$ cat src/rtl/irq_mod_pkg.sv
package irq_mod_pkg;
  localparam int CTL_W     = 5;
  localparam int B_EN      = 0;
  localparam int B_EXT     = 1;
  localparam int B_FOREVER = 2;
  localparam int B_CLR     = 3;
  localparam int B_REACHED = 4;

  typedef struct packed {
    logic forever_mode;
    logic ext_sel;
    logic en;
  } mod_ctl_t;
endpackage

$ cat src/rtl/irq_mod_regs.sv
module irq_mod_regs
  import irq_mod_pkg::*;
#(
  parameter int CNT_W   = 23,
  parameter int THR_MAX = 5000000,
  parameter int THR_RST = 300
) (
  input  logic             clk,
  input  logic             rst_n,
  input  logic             thr_wr_en,
  input  logic [CNT_W-1:0] thr_wr_data,
  input  logic             ctl_wr_en,
  input  logic [CTL_W-1:0] ctl_wr_data,
  output logic [CNT_W-1:0] thr,
  output mod_ctl_t         ctl,
  output logic             clr_pulse
);
  localparam logic [CNT_W-1:0] MAX_C = CNT_W'(THR_MAX);
  localparam logic [CNT_W-1:0] RST_C = CNT_W'(THR_RST);

  logic [CNT_W-1:0] thr_cap;
  assign thr_cap   = (thr_wr_data > MAX_C) ? MAX_C : thr_wr_data;
  assign clr_pulse = ctl_wr_en & ctl_wr_data[B_CLR];

  always_ff @(posedge clk or negedge rst_n) begin
    if (!rst_n) begin
      thr <= RST_C;
      ctl <= '0;
    end else begin
      if (thr_wr_en) thr <= thr_cap;
      if (ctl_wr_en) begin
        ctl.en           <= ctl_wr_data[B_EN];
        ctl.ext_sel      <= ctl_wr_data[B_EXT];
        ctl.forever_mode <= ctl_wr_data[B_FOREVER];
      end
    end
  end
endmodule

$ cat src/rtl/irq_mod_tick_sel.sv
module irq_mod_tick_sel (
  input  logic ext_sel,
  input  logic us_tick,
  input  logic ext_tick,
  output logic tick
);
  assign tick = ext_sel ? ext_tick : us_tick;
endmodule

$ cat src/rtl/irq_mod_counter.sv
module irq_mod_counter
  import irq_mod_pkg::*;
#(
  parameter int CNT_W = 23
) (
  input  logic             clk,
  input  logic             rst_n,
  input  mod_ctl_t         ctl,
  input  logic [CNT_W-1:0] thr,
  input  logic             clr_pulse,
  input  logic             tick,
  input  logic             irq_req,
  output logic [CNT_W-1:0] cnt,
  output logic             reached,
  output logic             fire
);
  logic             armed;
  logic             active;
  logic             hit;
  logic [CNT_W:0]   cnt_inc;

  assign cnt_inc = {1'b0, cnt} + 1'b1;
  assign active  = ctl.en & (ctl.forever_mode | armed | irq_req);
  assign hit     = active & tick & (cnt_inc >= {1'b0, thr});
  assign fire    = ctl.en ? (hit & irq_req) : irq_req;

  always_ff @(posedge clk or negedge rst_n) begin
    if (!rst_n) begin
      cnt     <= '0;
      armed   <= 1'b0;
      reached <= 1'b0;
    end else if (clr_pulse) begin
      cnt     <= '0;
      armed   <= 1'b0;
      reached <= 1'b0;
    end else if (!ctl.en) begin
      cnt     <= '0;
      armed   <= 1'b0;
    end else if (hit) begin
      cnt     <= '0;
      armed   <= 1'b0;
      reached <= 1'b1;
    end else if (active) begin
      armed   <= ~ctl.forever_mode;
      if (tick) cnt <= cnt_inc[CNT_W-1:0];
    end
  end
endmodule

$ cat src/rtl/irq_moderation_timer.sv
module irq_moderation_timer
  import irq_mod_pkg::*;
#(
  parameter int CNT_W   = 23,
  parameter int THR_MAX = 5000000,
  parameter int THR_RST = 300
) (
  input  logic             clk,
  input  logic             rst_n,
  input  logic             thr_wr_en,
  input  logic [CNT_W-1:0] thr_wr_data,
  input  logic             ctl_wr_en,
  input  logic [4:0]       ctl_wr_data,
  input  logic             us_tick,
  input  logic             ext_tick,
  input  logic             irq_req,
  output logic             irq_fire,
  output logic [CNT_W-1:0] thr_q,
  output logic [CNT_W-1:0] cnt_q,
  output logic [4:0]       ctl_q
);
  mod_ctl_t ctl;
  logic     clr_pulse;
  logic     tick;
  logic     reached;

  irq_mod_regs #(.CNT_W(CNT_W), .THR_MAX(THR_MAX), .THR_RST(THR_RST)) u_regs (
    .clk(clk), .rst_n(rst_n),
    .thr_wr_en(thr_wr_en), .thr_wr_data(thr_wr_data),
    .ctl_wr_en(ctl_wr_en), .ctl_wr_data(ctl_wr_data),
    .thr(thr_q), .ctl(ctl), .clr_pulse(clr_pulse)
  );

  irq_mod_tick_sel u_tick (
    .ext_sel(ctl.ext_sel), .us_tick(us_tick), .ext_tick(ext_tick), .tick(tick)
  );

  irq_mod_counter #(.CNT_W(CNT_W)) u_cnt (
    .clk(clk), .rst_n(rst_n), .ctl(ctl), .thr(thr_q), .clr_pulse(clr_pulse),
    .tick(tick), .irq_req(irq_req), .cnt(cnt_q), .reached(reached), .fire(irq_fire)
  );

  always_comb begin
    ctl_q            = '0;
    ctl_q[B_EN]      = ctl.en;
    ctl_q[B_EXT]     = ctl.ext_sel;
    ctl_q[B_FOREVER] = ctl.forever_mode;
    ctl_q[B_REACHED] = reached;
  end
endmodule

$ cat config.mk
export PLATFORM = sky130hd
export DESIGN_NAME = irq_moderation_timer
export DESIGN_NICKNAME = d
export VERILOG_FILES = /design/src/rtl/irq_mod_pkg.sv /design/src/rtl/irq_mod_regs.sv /design/src/rtl/irq_mod_tick_sel.sv /design/src/rtl/irq_mod_counter.sv /design/src/rtl/irq_moderation_timer.sv
export SDC_FILE = /design/constraint.sdc
export NUM_CORES = 1
export LEC_CHECK = 0
export BUFFER_PORTS_ARGS = -buffer_cell sky130_fd_sc_hd__buf_4
export CAP_MARGIN = 20
export CORE_ASPECT_RATIO = 1.75
export CORE_MARGIN = 3
export CORE_UTILIZATION = 41
export DETAILED_ROUTE_END_ITERATION = 8
export PLACE_DENSITY = 0.6
export SETUP_SLACK_MARGIN = 0.4
export SLEW_MARGIN = 5
export SYNTH_ARGS = -nofsm -noshare
export SYNTH_HDL_FRONTEND = slang
export SYNTH_SLANG_ARGS = --single-unit
$ cat constraint.sdc
create_clock -name clk -period 7.4 [get_ports clk]
set_input_delay 0.37 -clock clk [delete_from_list [all_inputs] [get_ports clk]]
set_output_delay 0.37 -clock clk [all_outputs]
set_load 0.01 [all_outputs]
=== After elaboration in Yosys (flattened, before gate mapping) ===
Index checks and enable logic that the tools add are counted.

* Flip-flop bits (word level): 51
* Input bits: 35
* Output and inout bits: 52
* Word-level logic and storage cells: 39

* Add/subtract/negate cells: 1
* Order comparisons: 2
* Equal/unequal tests: 2
* Multiplexer cells: 15
* Bitwise gates (word level): 8
* Reduce and logical (&&, ||, !) cells: 4

{| class="wikitable"
|+ Operators with widths
! cell !! count
|-
| $mux W23 || 6
|-
| $add A23 B1 Y24 const B || 1
|-
| $ge A24 B23 Y1 || 1
|-
| $gt A23 B23 Y1 const B || 1
|-
| $mux W1 || 9
|-
| $ne A4 B2 Y1 const B || 2
|-
| $and A1 B1 Y1 || 5
|-
| $reduce_and A2 Y1 || 2
|-
| $reduce_bool A2 Y1 || 2
|-
| $or A1 B1 Y1 || 2
|-
| $not A1 Y1 || 1
|}

=== Longest topological paths before layout ===
Gate-level depths: netlist (run 1).

* Word-level depth: 8
* Mapped depth: 14
* Gate-level depth less buffers: 12

=== Modules after synthesis ===
Synthesis (run 1) repeated with hierarchy kept, for this count alone.

* Cell total of the unflattened synthesis: 345
* Area total of the unflattened synthesis: 3266.9 um^2

{| class="wikitable"
|+ Modules (own cells, without submodules)
! module !! instances !! cells each !! area each (um^2) !! sequential area each (um^2)
|-
| irq_mod_counter || 1 || 250 || 2129.5 || 625.6
|-
| irq_mod_regs || 1 || 91 || 1103.6 || 655.6
|-
| irq_moderation_timer || 1 || 3 || 18.8 || 0.0
|-
| irq_mod_tick_sel || 1 || 1 || 15.0 || 0.0
|}

=== Least setup slack after synthesis (run 1) ===
Ideal clock, no wire load.

* Path type: reg2out
* Start: register u_cnt.cnt[0]
* End: output port irq_fire
* Arrival time: 3038 ps
* Required time: 7030 ps
* Path slack: 3992 ps
* Cell stages (with the launch flop): 12
* Buffers on the path: 0
* Path through: dfrtp_1 ha_1 nand3_4 nor4_4 nand3_1 xnor2_1 ha_1 nand3_1 a2111o_1 a31oi_1 o21ai_1 a21boi_0

* Word-level cells in the longest chain between the ends: 5

{| class="wikitable"
|+ RTL lines
! element !! RTL line !! RTL
|-
| from (decl) || irq_mod_counter.sv:13 || <nowiki>output logic [CNT_W-1:0] cnt,</nowiki>
|-
| from (signal assigned) || irq_mod_counter.sv:45 || <nowiki>if (tick) cnt <= cnt_inc[CNT_W-1:0];</nowiki>
|-
| $add A23 B1 Y24 || irq_mod_counter.sv:22 || <nowiki>assign cnt_inc = {1'b0, cnt} + 1'b1;</nowiki>
|-
| $ge A24 B23 Y1 || irq_mod_counter.sv:24 || <nowiki>assign hit = active & tick & (cnt_inc >= {1'b0, thr});</nowiki>
|-
| $and A1 B1 Y1 || irq_mod_counter.sv:24 ||
|-
| $and A1 B1 Y1 || irq_mod_counter.sv:25 || <nowiki>assign fire = ctl.en ? (hit & irq_req) : irq_req;</nowiki>
|-
| $mux W1 || irq_mod_counter.sv:25 ||
|-
| to (decl) || irq_moderation_timer.sv:17 || <nowiki>output logic irq_fire,</nowiki>
|}

Every way passes these cells.

=== Worst setup path in the final report (run 1) ===
* Start: register u_cnt.cnt[7]
* End: output port irq_fire

The elaborated chain is that of the path after synthesis.

==> results of run 1 <==
==> final cells by class <==
type	count	area, um2	share of cell area
Sequential cell	51	1281	0.2960
Timing Repair Buffer	86	645.6	0.1491
Inverter	27	101.3	0.02341
Multi-Input combinational cell	281	2019	0.4665
Clock buffer	7	132.6	0.03064
Tap cell	115	143.9	0.03324
Clock inverter	1	5.005	0.001156
==> routing by layer <==
layer	vias up	track usage	routed length, um
met5	-	0	0
met1	1519	0.2217	3671
met3	9	0.02990	370
met4	0	0.06937	123
met2	68	0.3623	5212
li1	1528	-	-
==> worst paths after layout <==
check	startpoint	to	slack, ps
max in group asynchronous	rst_n	u_cnt.cnt[6]	6810
worst max-delay path	u_cnt.cnt[7]	irq_fire	2890
worst min-delay path	rst_n	u_regs.thr[14]	100
worst min register to register	u_regs.ctl[2]	u_cnt.armed	530
min in group clk	thr_wr_data[6]	u_regs.thr[6]	290
worst max register to register	u_cnt.cnt[7]	u_cnt.armed	3390
==> registers in the layout, indices dropped and copies added, names as in the netlist <==
register / flops
u_cnt.cnt: 23
u_regs.thr: 23
u_regs.ctl: 3
u_cnt.armed: 1
u_cnt.reached: 1
==> power breakdown <==
part	leakage [nW]	internal, mW	switching [mW]	total [mW]
clock	0.0679	0.125	0.104	0.229
combinational	1.37	0.0565	0.0715	0.128
sequential	0.655	0.296	0.0135	0.310
==> per-stage QoR <==
step,worst slack [ps],instances
after floorplan,3992,385
after global placement,3270,560
after detailed placement,3225,560
after CTS,2907,568
after global routing,2522,568
final,2888,568
==> cell families after synthesis <==
kind of cell	count (synthesis)
muxes	18
adders and majority gates	24
DFF	51
other	1
AOI/OAI and AO/OA	75
xor gates and xnor gates	21
buffers and inverters	53
and+or+nand+nor	142
==> cell usage after synthesis, drive strengths merged, types with 5 or more instances <==
cell,count,area [um2]
nand3,18,107.6
o21ai,7,35.03
nand4,18,140.1
buf,7,52.55
and2,5,31.28
dfrtp,47,1176
nand2,31,116.4
nor2,33,123.9
or4,8,65.06
nor3,6,30.03
a211oi,9,72.57
mux2i,14,140.1
xor2,7,61.31
a31o,10,87.59
xnor2,14,122.6
a211o,8,70.07
ha,24,300.3
inv,27,101.4
and4,5,45.04
a21oi,19,95.09
clkbuf,18,118.9
==> results by group, run 1 <==
STA
  • Unrepaired setup endpoints after global routing: no
  • Slew headroom: 0.4980
  • Fin. max-slew vios: 0
  • Worst-Margin Slew: 751.1 ps
  • Final Hold Fails: 0
  • Fin crit period: 4512 ps
  • Period utilization: 0.6097
  • TNS Setup: 0 ps
  • Worst hold slack: 96.06 ps
  • Layout Skew: 4.627 ps
  • Final setup violating endpoints: 0
  • Peak Freq: 221.6 MHz

Worst setup path
  • Critical path fanouts, max: 11
  • Crit Path Class: reg -> out
  • Critical Path RT: 7030 ps
  • Combined buffer and inverter count along the critical path: 1
  • Family with the most delay on the worst path: simple AND/OR/NAND/NOR gates
  • Crit-path slowest cell: nor4_2
  • Most used cell, CP: nand3_1
  • Worst Setup Start Kind: register
  • Worst path cell trace: nand4_4 -> nor4_2 -> nand3_1 -> xnor2_1 -> ha_1 -> a211oi_1 -> o21bai_1 -> a41oi_1 -> nand3_1 -> o21ai_1 -> a21boi_0 -> buf_4
  • Crit path depth: 12
  • CP Data Arrival Time: 4140 ps
  • Critical path endpoint category: output port
  • R2R depth: 11
  • Crit-path max cell delay: 570 ps

Floorplanning
  • DIE WIDTH: 76.66 um
  • Core Region: 8423 um2
  • Die area: 9939 um2
  • FP Rows: 44
  • Chip height: 129.7 um
  • Top Ports: 87
  • Initial Util: 0.4253

Layout
  • Commonest non-fill, non-tap cell in the layout: buf_4
  • Final Core Density: 0.5140
  • Post-layout net count: 511
  • Antenna diodes: 0
  • FILL cells: 798
  • Most frequent cells in the layout: buf_4 (86), dfrtp_1 (47), nor2_1 (33)
  • Share of layout cells above drive strength 1: 0.2649
  • Finished Cell Area: 4329 um2
  • Synth-to-layout area growth: 20.85%

Yosys
  • Post-Synth Adder-Cell Area: 0.08383
  • XOR/XNOR share of the synthesized area: 0.05134
  • Syn avg cell area: 9.304 um2
  • Synthesized instance count: 385
  • Synthesized cell area: 3582 um2
  • Post-synthesis mux area share: 0.05169
  • Post-synth EDFFs: 0
  • Yosys reg bits: 51
  • Synth Area in Simple Gates: 0.2256
  • Post-Syn Nets: 444
  • Yosys Warn Count: 0
  • Ys flop type: dfrtp_1
  • Netlist cell types: 65
  • Async SR Flop Fraction: 1.000
  • Register area share after synthesis: 0.3577
  • Largest family of logic cells by synthesized area: simple AND/OR/NAND/NOR gates
  • Synth Area in Compound Gates: 0.1502

Clock tree
  • TritonCTS clock tree: built
  • Cts hold-fix bufs: 0
  • CTS buffer count: 5
  • Post-CTS Resized: 0
  • Clock-pin slew on the worst setup and hold paths: 70 ps
  • CTS Sinks: 51
  • CTS H-tree depth: 2
  • Clock Latency Late Sink: 290 ps
  • Clk buf depth: 2
  • Post-CTS Setup Inserts: 0
  • Root buf cell: clkbuf_16

GRT
  • Vias in the first global route: 3074
  • First-pass GRT wire length: 15.32 mm
  • Total gr overflow: 0
  • Pin count of the biggest net entering global routing: 52
  • Overall routing resource usage: 0.1939
  • Initial antenna violation count: 0

Drt
  • DRT Pass-1 Iters: 4
  • Routed wire per std cell: 16.51 um
  • Initial DRC Count: 171
  • DRC violations left: 0
  • Final wirelength: 9.378 mm
  • Routed vias: 3124
  • Antenna-violating nets left: 0
  • Vias per cell: 5.500

Status
  • Status: complete, no violations

Power and ir drop
  • Power consumption: 0.6669 mW
  • Peak VDD IR: 0.1315 mV
  • Pleak: 2.096 nW
  • P per Cell Area: 154.0 nW/um2

Placed design
  • Hpwl dp: 7.037 mm
  • Buffers on Ports: 84
  • Final GP Congestion: 0.8107
  • Placement Cell Area: 4192 um2

Flow run
  • Maxcap violations: 0

Hold path
  • HP Class: in -> async
(Power assumes the default switching activity.)
==> run 2, diff against run 1 <==
clock period = 4.65 ns   (was 7.4 ns; I/O delays follow)
==> results by group, run 2 (synthesized netlist as in run 1, its figures left out) <==
Placed design
  • Buffers on Ports: 84
  • Final GP Congestion: 0.8315
  • Hpwl dp: 7.142 mm

Worst setup path
  • Crit Path Class: reg -> out
  • Crit-path max cell delay: 450 ps
  • Crit-path slowest cell: dfrtp_1
  • CP Data Arrival Time: 3720 ps
  • R2R Setup Slk: 1140 ps
  • Worst flop-to-flop path startpoint: u_cnt.cnt[0]
  • Critical path endpoint category: output port
  • Critical Path RT: 4420 ps
  • R2R depth: 12
  • Worst r2r dst: u_cnt.cnt[4]
  • Worst path cell trace: ha_1 -> nand3_4 -> nor4_4 -> nand3_1 -> xnor2_1 -> ha_1 -> nand3_1 -> a2111o_1 -> a31oi_1 -> o21ai_1 -> a21boi_0 -> buf_4
  • Worst Setup Start Kind: register
  • Critical path fanouts, max: 7

Layout
  • Post-layout net count: 512
  • Synth-to-layout area growth: 22.74%
  • Commonest non-fill, non-tap cell in the layout: buf_4
  • Final Core Density: 0.5220
  • Share of layout cells above drive strength 1: 0.2687
  • Most frequent cells in the layout: buf_4 (87), dfrtp_1 (47), nor2_1 (33)
  • Largest regs: u_cnt.cnt (23), u_regs.thr (23), u_regs.ctl (3)
  • Antenna diodes: 0
  • FILL cells: 838

Clock tree
  • Cts hold-fix bufs: 0
  • CTS Sinks: 51
  • Root buf cell: clkbuf_16
  • Clk buf depth: 2
  • CTS H-tree depth: 2
  • Clock-pin slew on the worst setup and hold paths: 70 ps
  • Clock Latency Late Sink: 300 ps
  • TritonCTS clock tree: built
  • CTS buffer count: 5
  • Post-CTS Setup Inserts: 0

GRT
  • Pin count of the biggest net entering global routing: 52
  • Vias in the first global route: 3041
  • First-pass GRT wire length: 15.09 mm
  • Total gr overflow: 0
  • Overall routing resource usage: 0.1918
  • Initial antenna violation count: 0

STA
  • Slew headroom: 0.5153
  • Layout Skew: 5.839 ps
  • Worst-Margin Slew: 725.3 ps
  • Peak Freq: 253.2 MHz
  • Final Hold Fails: 46
  • Final setup violating endpoints: 0
  • Period utilization: 0.8492
  • Worst hold slack: -30.31 ps
  • Fin. max-slew vios: 0
  • Fin crit period: 3949 ps
  • Unrepaired setup endpoints after global routing: no
  • TNS Setup: 0 ps

Power and ir drop
  • Sequential power share: 0.417
  • Pint: 0.8706 mW
  • Pleak: 2.142 nW
  • Sw frac: 0.2624
  • Peak VDD IR: 0.2106 mV
  • Clock power share: 0.410
  • Combinational group share of total power: 0.172
  • P per Cell Area: 268.5 nW/um2
  • Psw: 0.3098 mW

Floorplanning
  • Core Region: 8423 um2
  • Initial Util: 0.4253
  • Chip height: 129.7 um
  • Die area: 9939 um2
  • DIE WIDTH: 76.66 um
  • Top Ports: 87
  • FP Rows: 44

Status
  • Status: finished, violations left
  • Failing checks: negative hold slack

Drt
  • DRT Pass-1 Iters: 4
  • Antenna-violating nets left: 0
  • Vias per cell: 5.478
  • Initial DRC Count: 116
  • Routed vias: 3117
  • Routed wire per std cell: 16.77 um
  • DRC violations left: 0
  • Final wirelength: 9.540 mm

Flow run
  • Maxcap violations: 0

Hold path
  • HP Class: in -> async
==> run 2: changes by cell type in the layout (fill, tap and decap cells not counted) <==
cell / previous run / this run
clkbuf_1: 2 / 1
bufinv_16: 0 / 2
clkinv_2: 1 / 0
nor4_4: 1 / 2
nor4_2: 1 / 0
buf_4: 86 / 87
==> run 2: layer usage <==
layer / track usage / vias to the layer above / share of wire
met5: 0 / - / 0
met2: 0.3587 / 77 / 0.53
li1: - / 1528 / -
met3: 0.03477 / 14 / 0.041
met1: 0.2106 / 1498 / 0.39
met4: 0.08111 / 0 / 0.029
==> run 2: how the worst max path moves through the flow <==
stage / startpoint / to / depth (start not counted)
after floorplan: u_cnt.cnt[0] / irq_fire / 11
after global placement: u_cnt.cnt[0] / irq_fire / 12
after detailed placement: u_cnt.cnt[0] / irq_fire / 12
after CTS: u_cnt.cnt[2] / irq_fire / 13
after global routing: u_cnt.cnt[0] / irq_fire / 14
final: u_cnt.cnt[0] / irq_fire / 12
==> run 2: what timing repair did <==
action | in CTS | in global routing
endpoints found under the setup margin | 0 | 1
resized for setup | 0 | 1
endpoints found under the hold margin | 0 | 0
==> run 2: worst max-delay path: cells and delay by family, from the launching register on <==
| family | cells | cell delay [ps] |
|---|---|---|
| AOI/OAI and AO/OA | 4 | 1110 |
| xor gates and xnor gates | 1 | 170 |
| adders and majority gates | 2 | 670 |
| and+or+nand+nor | 4 | 860 |
| DFF | 1 | 450 |
| buffers and inverters | 1 | 150 |
==> run 2: power by group through the flow <==
stage          logic, mW  registers (mW)  clock network [mW]
2_1_floorplan      0.102           0.508                   0
3_3_place_gp       0.203           0.501                   0
3_5_place_dp       0.207           0.501                   0
4_1_cts            0.208           0.493               0.491
5_1_grt            0.227           0.497               0.507
6_report           0.204           0.493               0.484
==> run 2: stage by stage <==
step                setup WS, ps  cell area [um2]  hold WS (ps)  cells  power (mW)
floorplan                   1379             3582        -63.09    385      0.6105
global placement           904.6             4199         318.1    561      0.7043
detailed placement         879.9             4199         320.6    561      0.7085
CTS                        538.5             4388         2.716    569       1.192
global route               406.0             4397         24.43    569       1.230
finish                     701.0             4397        -30.31    569       1.180
==> run 2: layout make-up <==
type	instances	area (um2)	area share
Timing Repair Buffer	87	653.1	0.1485
Inverter	27	101.3	0.02305
Clock inverter	2	60.06	0.01366
Clock buffer	6	128.9	0.02931
Multi-Input combinational cell	281	2028	0.4613
Sequential cell	51	1281	0.2914
Tap cell	115	143.9	0.03273
